### src/rtl/pwm_deadband.sv
module pwm_deadband #(
  parameter int CNT_W = 10
) (
  input  logic        clk,
  input  logic        rst,
  input  logic        wr_en,
  input  logic [1:0]  addr,
  input  logic [15:0] wr_data,
  output logic [15:0] rd_data,
  input  logic        a_in,
  input  logic        b_in,
  output logic        a_out,
  output logic        b_out
);

  localparam logic [CNT_W-1:0] ONE = 1;

  logic [5:0]       ctl;
  logic [CNT_W-1:0] rise_dly, fall_dly;
  logic [CNT_W-1:0] rise_rem, fall_rem;

  always_ff @(posedge clk) begin
    if (rst) begin
      ctl      <= '0;
      rise_dly <= '0;
      fall_dly <= '0;
    end else if (wr_en) begin
      case (addr)
        2'd0: ctl <= wr_data[5:0];
        2'd1: rise_dly <= wr_data[CNT_W-1:0];
        2'd2: fall_dly <= wr_data[CNT_W-1:0];
        default: ;
      endcase
    end
  end

  always_comb begin
    case (addr)
      2'd0:    rd_data = {10'd0, ctl};
      2'd1:    rd_data = 16'(rise_dly);
      2'd2:    rd_data = 16'(fall_dly);
      default: rd_data = '0;
    endcase
  end

  wire rise_src = ctl[4] ? b_in : a_in;
  wire fall_src = ctl[5] ? b_in : a_in;

  always_ff @(posedge clk) begin
    if (rst)                 rise_rem <= '0;
    else if (!rise_src)      rise_rem <= rise_dly;
    else if (rise_rem != '0) rise_rem <= rise_rem - ONE;
  end

  always_ff @(posedge clk) begin
    if (rst)                 fall_rem <= '0;
    else if (fall_src)       fall_rem <= fall_dly;
    else if (fall_rem != '0) fall_rem <= fall_rem - ONE;
  end

  wire rise_dl = rise_src & (rise_rem == '0);
  wire fall_dl = fall_src | (fall_rem != '0);

  wire a_sel = ctl[1] ? (rise_dl ^ ctl[2]) : a_in;
  wire b_sel = ctl[0] ? (fall_dl ^ ctl[3]) : b_in;

  assign a_out = ~rst & a_sel;
  assign b_out = ~rst & b_sel;

  p_rst_low_r1: assert property (@(posedge clk) rst |-> !a_out && !b_out);

  p_rsvd_zero_r2: assert property (@(posedge clk) disable iff (rst)
    addr == 2'd0 |-> rd_data[15:6] == '0);

  p_bypass_r3: assert property (@(posedge clk) disable iff (rst)
    ctl[1:0] == 2'b00 |-> a_out == a_in && b_out == b_in);

  p_rise_drop_r5: assert property (@(posedge clk) disable iff (rst)
    ctl[1] && !ctl[2] && !rise_src |-> !a_out);

  p_fall_hold_r6: assert property (@(posedge clk) disable iff (rst)
    ctl[0] && !ctl[3] && fall_src |-> b_out);

  p_rise_wait_r7: assert property (@(posedge clk) disable iff (rst)
    ctl[1] && !ctl[2] && rise_rem != '0 |-> !a_out);

  p_pass_a_r10: assert property (@(posedge clk) disable iff (rst)
    !ctl[1] |-> a_out == a_in);

  p_write_r11: assert property (@(posedge clk) disable iff (rst)
    $past(!rst && wr_en && addr == 2'd1) |-> rise_dly == $past(wr_data[CNT_W-1:0]));

endmodule

### config.mk
export PLATFORM = sky130hd
export DESIGN_NAME = pwm_deadband
export DESIGN_NICKNAME = d
export VERILOG_FILES = /design/src/rtl/pwm_deadband.sv
export SDC_FILE = /design/constraint.sdc
export NUM_CORES = 1
export LEC_CHECK = 0
export BUFFER_PORTS_ARGS = -buffer_cell sky130_fd_sc_hd__buf_2
export CORE_ASPECT_RATIO = 1.25
export CORE_MARGIN = 4
export CORE_UTILIZATION = 55
export CTS_BUF_LIST = sky130_fd_sc_hd__clkbuf_8
export DETAILED_ROUTE_END_ITERATION = 16
export PLACE_DENSITY_LB_ADDON = 0.2
export SLEW_MARGIN = 20
export SYNTH_ARGS = -nofsm -noshare
export SYNTH_HDL_FRONTEND = slang
export SYNTH_SLANG_ARGS = --single-unit
export TNS_END_PERCENT = 1
### constraint.sdc
create_clock -name clk -period 3.12 [get_ports clk]
set_input_delay 0 -clock clk [delete_from_list [all_inputs] [get_ports clk]]
set_output_delay 0 -clock clk [all_outputs]
set_load 0.1 [all_outputs]
==> results.md <==
| Step | Quantity | Value |
| --- | --- | --- |
| floorplan | Horizontal die dimension | 66.7 microns |
| synthesis | Synthesis Warnings | 0 |
| grt | Wire length of the first global-routing pass | 9190 microns |
| worst setup path | Maximum single-stage delay on the critical path | 0.45 ns |
| worst setup path | Start-to-end type of the worst setup path | flip-flop to output port |
| timing | Setup Skew | 0.00763 ns |
| timing | Worst slew slack as a fraction of its limit | 40.6% |
| pwr | Leakage | 1.06 nW |
| synthesis | Cells taking the most area after synthesis | dfxtp_1 (39%), nand2_1 (6.8%), mux2i_1 (5.9%) |
| cts | Count of buffers added by post-CTS timing repair for setup | 0 |
| timing | Clock period minus worst slack | 2.29 ns |
| synthesis | Distinct cells, synth | 42 |
| finish | Antenna Cells | 0 |
| timing | Unrepaired setup endpoints after global routing | false |
| floorplan | IO Count | 41 |
| grt | Remaining Overflow, GRT | 0 |
| placed design | Input/output buffers | 28 |
| grt | Number of antenna violations at the first check in global routing | 0 |
| grt | Largest net degree at the start of global routing | 39 |
| finish | Filler instances | 373 |
| timing | Fin crit share | 73.5% |
| route | Drt first-iter violations | 60 |
| timing | Max-slew violation count | 0 |
| route | Antenna Violating Nets Remaining | 0 |
| worst setup path | Buffers plus inverters on the worst setup path | 2 |
| timing | Setup TNS | 0 ns |
| status | Run status | completed |
| grt | Global-route usage over all layers | 22.3% |
| placed design | DP HPWL | 3860 microns |
| synthesis | Mapped Cells | 289 |
| cts | Clock latency on the worst-skew pair | 0.30 ns |
| worst setup path | Critical path cell sequence | inv_1, ha_1, nor3b_4, nand4_2, xor2_1, a211oi_2, buf_2 |
| finish | Fraction of layout instances using a drive strength above 1 | 15.9% |
| synthesis | Mapped Avg Cell Area | 8.21 sq um |
| worst setup path | Worst Setup End Kind | output port |
| route | Vias after detailed routing | 2062 |
| worst setup path | Worst path slowest cell | buf_2 |
| hold path | Tightest Hold Check Type | primary input to flip-flop |
| synthesis | Cell area after synthesis | 2370 sq um |
| cts | Number of buffers created by CTS | 5 |
| cts | Htree depth | 2 |
| timing | Worst slew pin tran | 0.889 ns |
| floorplan | Core Footprint | 4130 sq um |
| flow run | MaxCap Viol Count | 0 |
| synthesis | Area leader, netlist | dfxtp_1 |
| route | Number of DRC violations after detailed routing | 0 |
| cts | Clk sinks | 46 |
| cts | CTS tree | done |
| worst setup path | Worst-path maximum fanout | 5 |
| synthesis | Async S/R FF share, synth | 0% |
| worst setup path | CP Data Required Time | 3.12 ns |
| synthesis | Part of the Yosys area used for sequential elements | 38.8% |
| floorplan | Die height | 81.4 microns |
| cts | Clock transition at the register clock pins on the worst setup and hold paths after CTS | 0.09 ns |
| pwr | Maximum vdd drop | 385 uV |
| route | Detailed-router iteration count before antenna repair | 4 |
| placed design | Weighted congestion at the end of routability-driven global placement | 0.835 |
| pwr | Power per cell area | 535 nW/um^2 |
| route | DR WL/cell | 14.7 microns |
| route | Overall routed net length | 5540 microns |
| finish | Final core utilization | 65.5% |
| grt | Vias in the first global route | 1964 |
| synthesis | Count of state elements after synthesis | 46 |
| floorplan | Overall die area | 5430 sq um |
| floorplan | Starting utilization of the core area | 57.4% |
| route | Vias per cell | 5.47 |
| synthesis | Post-synth top area share | 38.8% |
| worst setup path | Worst Path Arrival | 2.29 ns |
| timing | Upper clock frequency limit | 0.436 GHz |
| timing | Hold Violations, Final | 0 |
| worst setup path | Dominant delay contributor by cell family on the critical path | buffers and inverters |
| finish | Final net count | 345 |
| cts | Maximum clock path buffer count | 2 |
| finish | Layout overhead on the synthesized area | 14.0% |
| timing | Setup Viol. Count Final | 0 |
| synthesis | Dominant register cell in the synthesized netlist | dfxtp_1 |
| synthesis | Number of synthesized flops with an enable pin | 0 |
| cts | CTS Root Buffer Type | clkbuf_8 |
| floorplan | FP Rows | 26 |
| worst setup path | Critical path startpoint category | flip-flop |
[registers in the layout (all words and copies together) (netlist names)]
signal    cells
rise_dly     10
fall_dly     10
rise_rem     10
fall_rem     10
ctl           6
[timing repair]
item	4_1_cts	5_1_grt
endpoints found under the hold margin	24	0
resized for setup	0	0
hold buffers	10	0
[Yosys cell counts (all sizes together) (2+ instances only)]
cell and number:
a21oi 24, nand2 43, nor3 9, nand2b 4, nor3b 5, buf 11
nor2 30, inv 7, nor4 2, a22o 4, ha 2, dfxtp 46
xnor2 7, nand3 14, o21ai 9, clkbuf 10, nand4 4, mux2i 15
or3 3, o211ai 2, a211oi 16, nor2b 3, xor2 8
[logic make-up after synthesis]
group           synth area share (%)
mux                             6.96
compound gates                  15.4
fa+ha+maj                       1.05
flops                           38.8
xor+xnor                        5.54
other cells                    0.158
simple gates                    26.4
buf+inv                         5.64
[path summary, 6_finish.rpt]
check	from	endpoint	slack, ns	depth (start not counted)
worst max-delay path	rise_rem[0]	a_out	0.83	7
worst min-delay path	wr_en	fall_dly[1]	0.10	3
worst max register to register	rise_rem[0]	rise_rem[5]	1.49	6
worst min register to register	fall_dly[9]	fall_dly[9]	0.48	2
[layer usage]
| metal | GRT usage (%) | vias to the layer above | wire length [microns] |
|---|---|---|---|
| met3 | 3.69 | 7 | 208 |
| met1 | 28.0 | 948 | 2480 |
| met4 | 6.50 | 0 | 68 |
| met2 | 39.1 | 48 | 2790 |
| met5 | 0 | - | 0 |
| li1 | - | 1059 | - |
[tightest hold or removal path, cell delays in order]
cell and delay (ns):
buf_2 0.19, nand3_1 0.11, a21oi_1 0.05
[placed cells by master (no fill, tap or decap), drive strengths merged, types with 7 or more instances in the layout]
cell and instances:
nand2 43, buf 30, o21ai 9, nand3 14, nor2 30, a21oi 24
inv 8, xor2 8, a211oi 16, mux2i 15, dlygate4sd3 10, xnor2 7
dfxtp 46, nor3 9
[stage by stage]
| step | cell area [sq um] | power, mW | hold WS (ns) | instances | worst slack, ns |
|---|---|---|---|---|---|
| 3_5_place_dp | 2510 | 1.08 | 0.262 | 359 | 1.17 |
| 5_1_grt | 2710 | 1.52 | 0.110 | 377 | 0.657 |
| 3_3_place_gp | 2510 | 1.07 | 0.256 | 359 | 1.19 |
| 4_1_cts | 2710 | 1.45 | 0.0927 | 377 | 0.829 |
| 2_1_floorplan | 2400 | 1.01 | 0.136 | 294 | 0.582 |
| 6_report | 2710 | 1.45 | 0.104 | 377 | 0.826 |
[layout make-up]
class	count	area, sq um	area share (%)
inverters	7	26.3	0.971
well taps	56	70.1	2.59
clock inverters	2	8.76	0.324
multi-input cells	220	1340	49.6
repair buffers	40	255	9.44
flip-flops and latches	46	921	34.0
clock buffers	6	82.6	3.05
[report_power, final]
group | total [mW] | internal (mW) | switching [mW]
combinational | 0.399 | 0.151 | 0.248
sequential | 0.679 | 0.630 | 0.0488
clock | 0.369 | 0.176 | 0.194
Power figures use the tool's default switching activity.
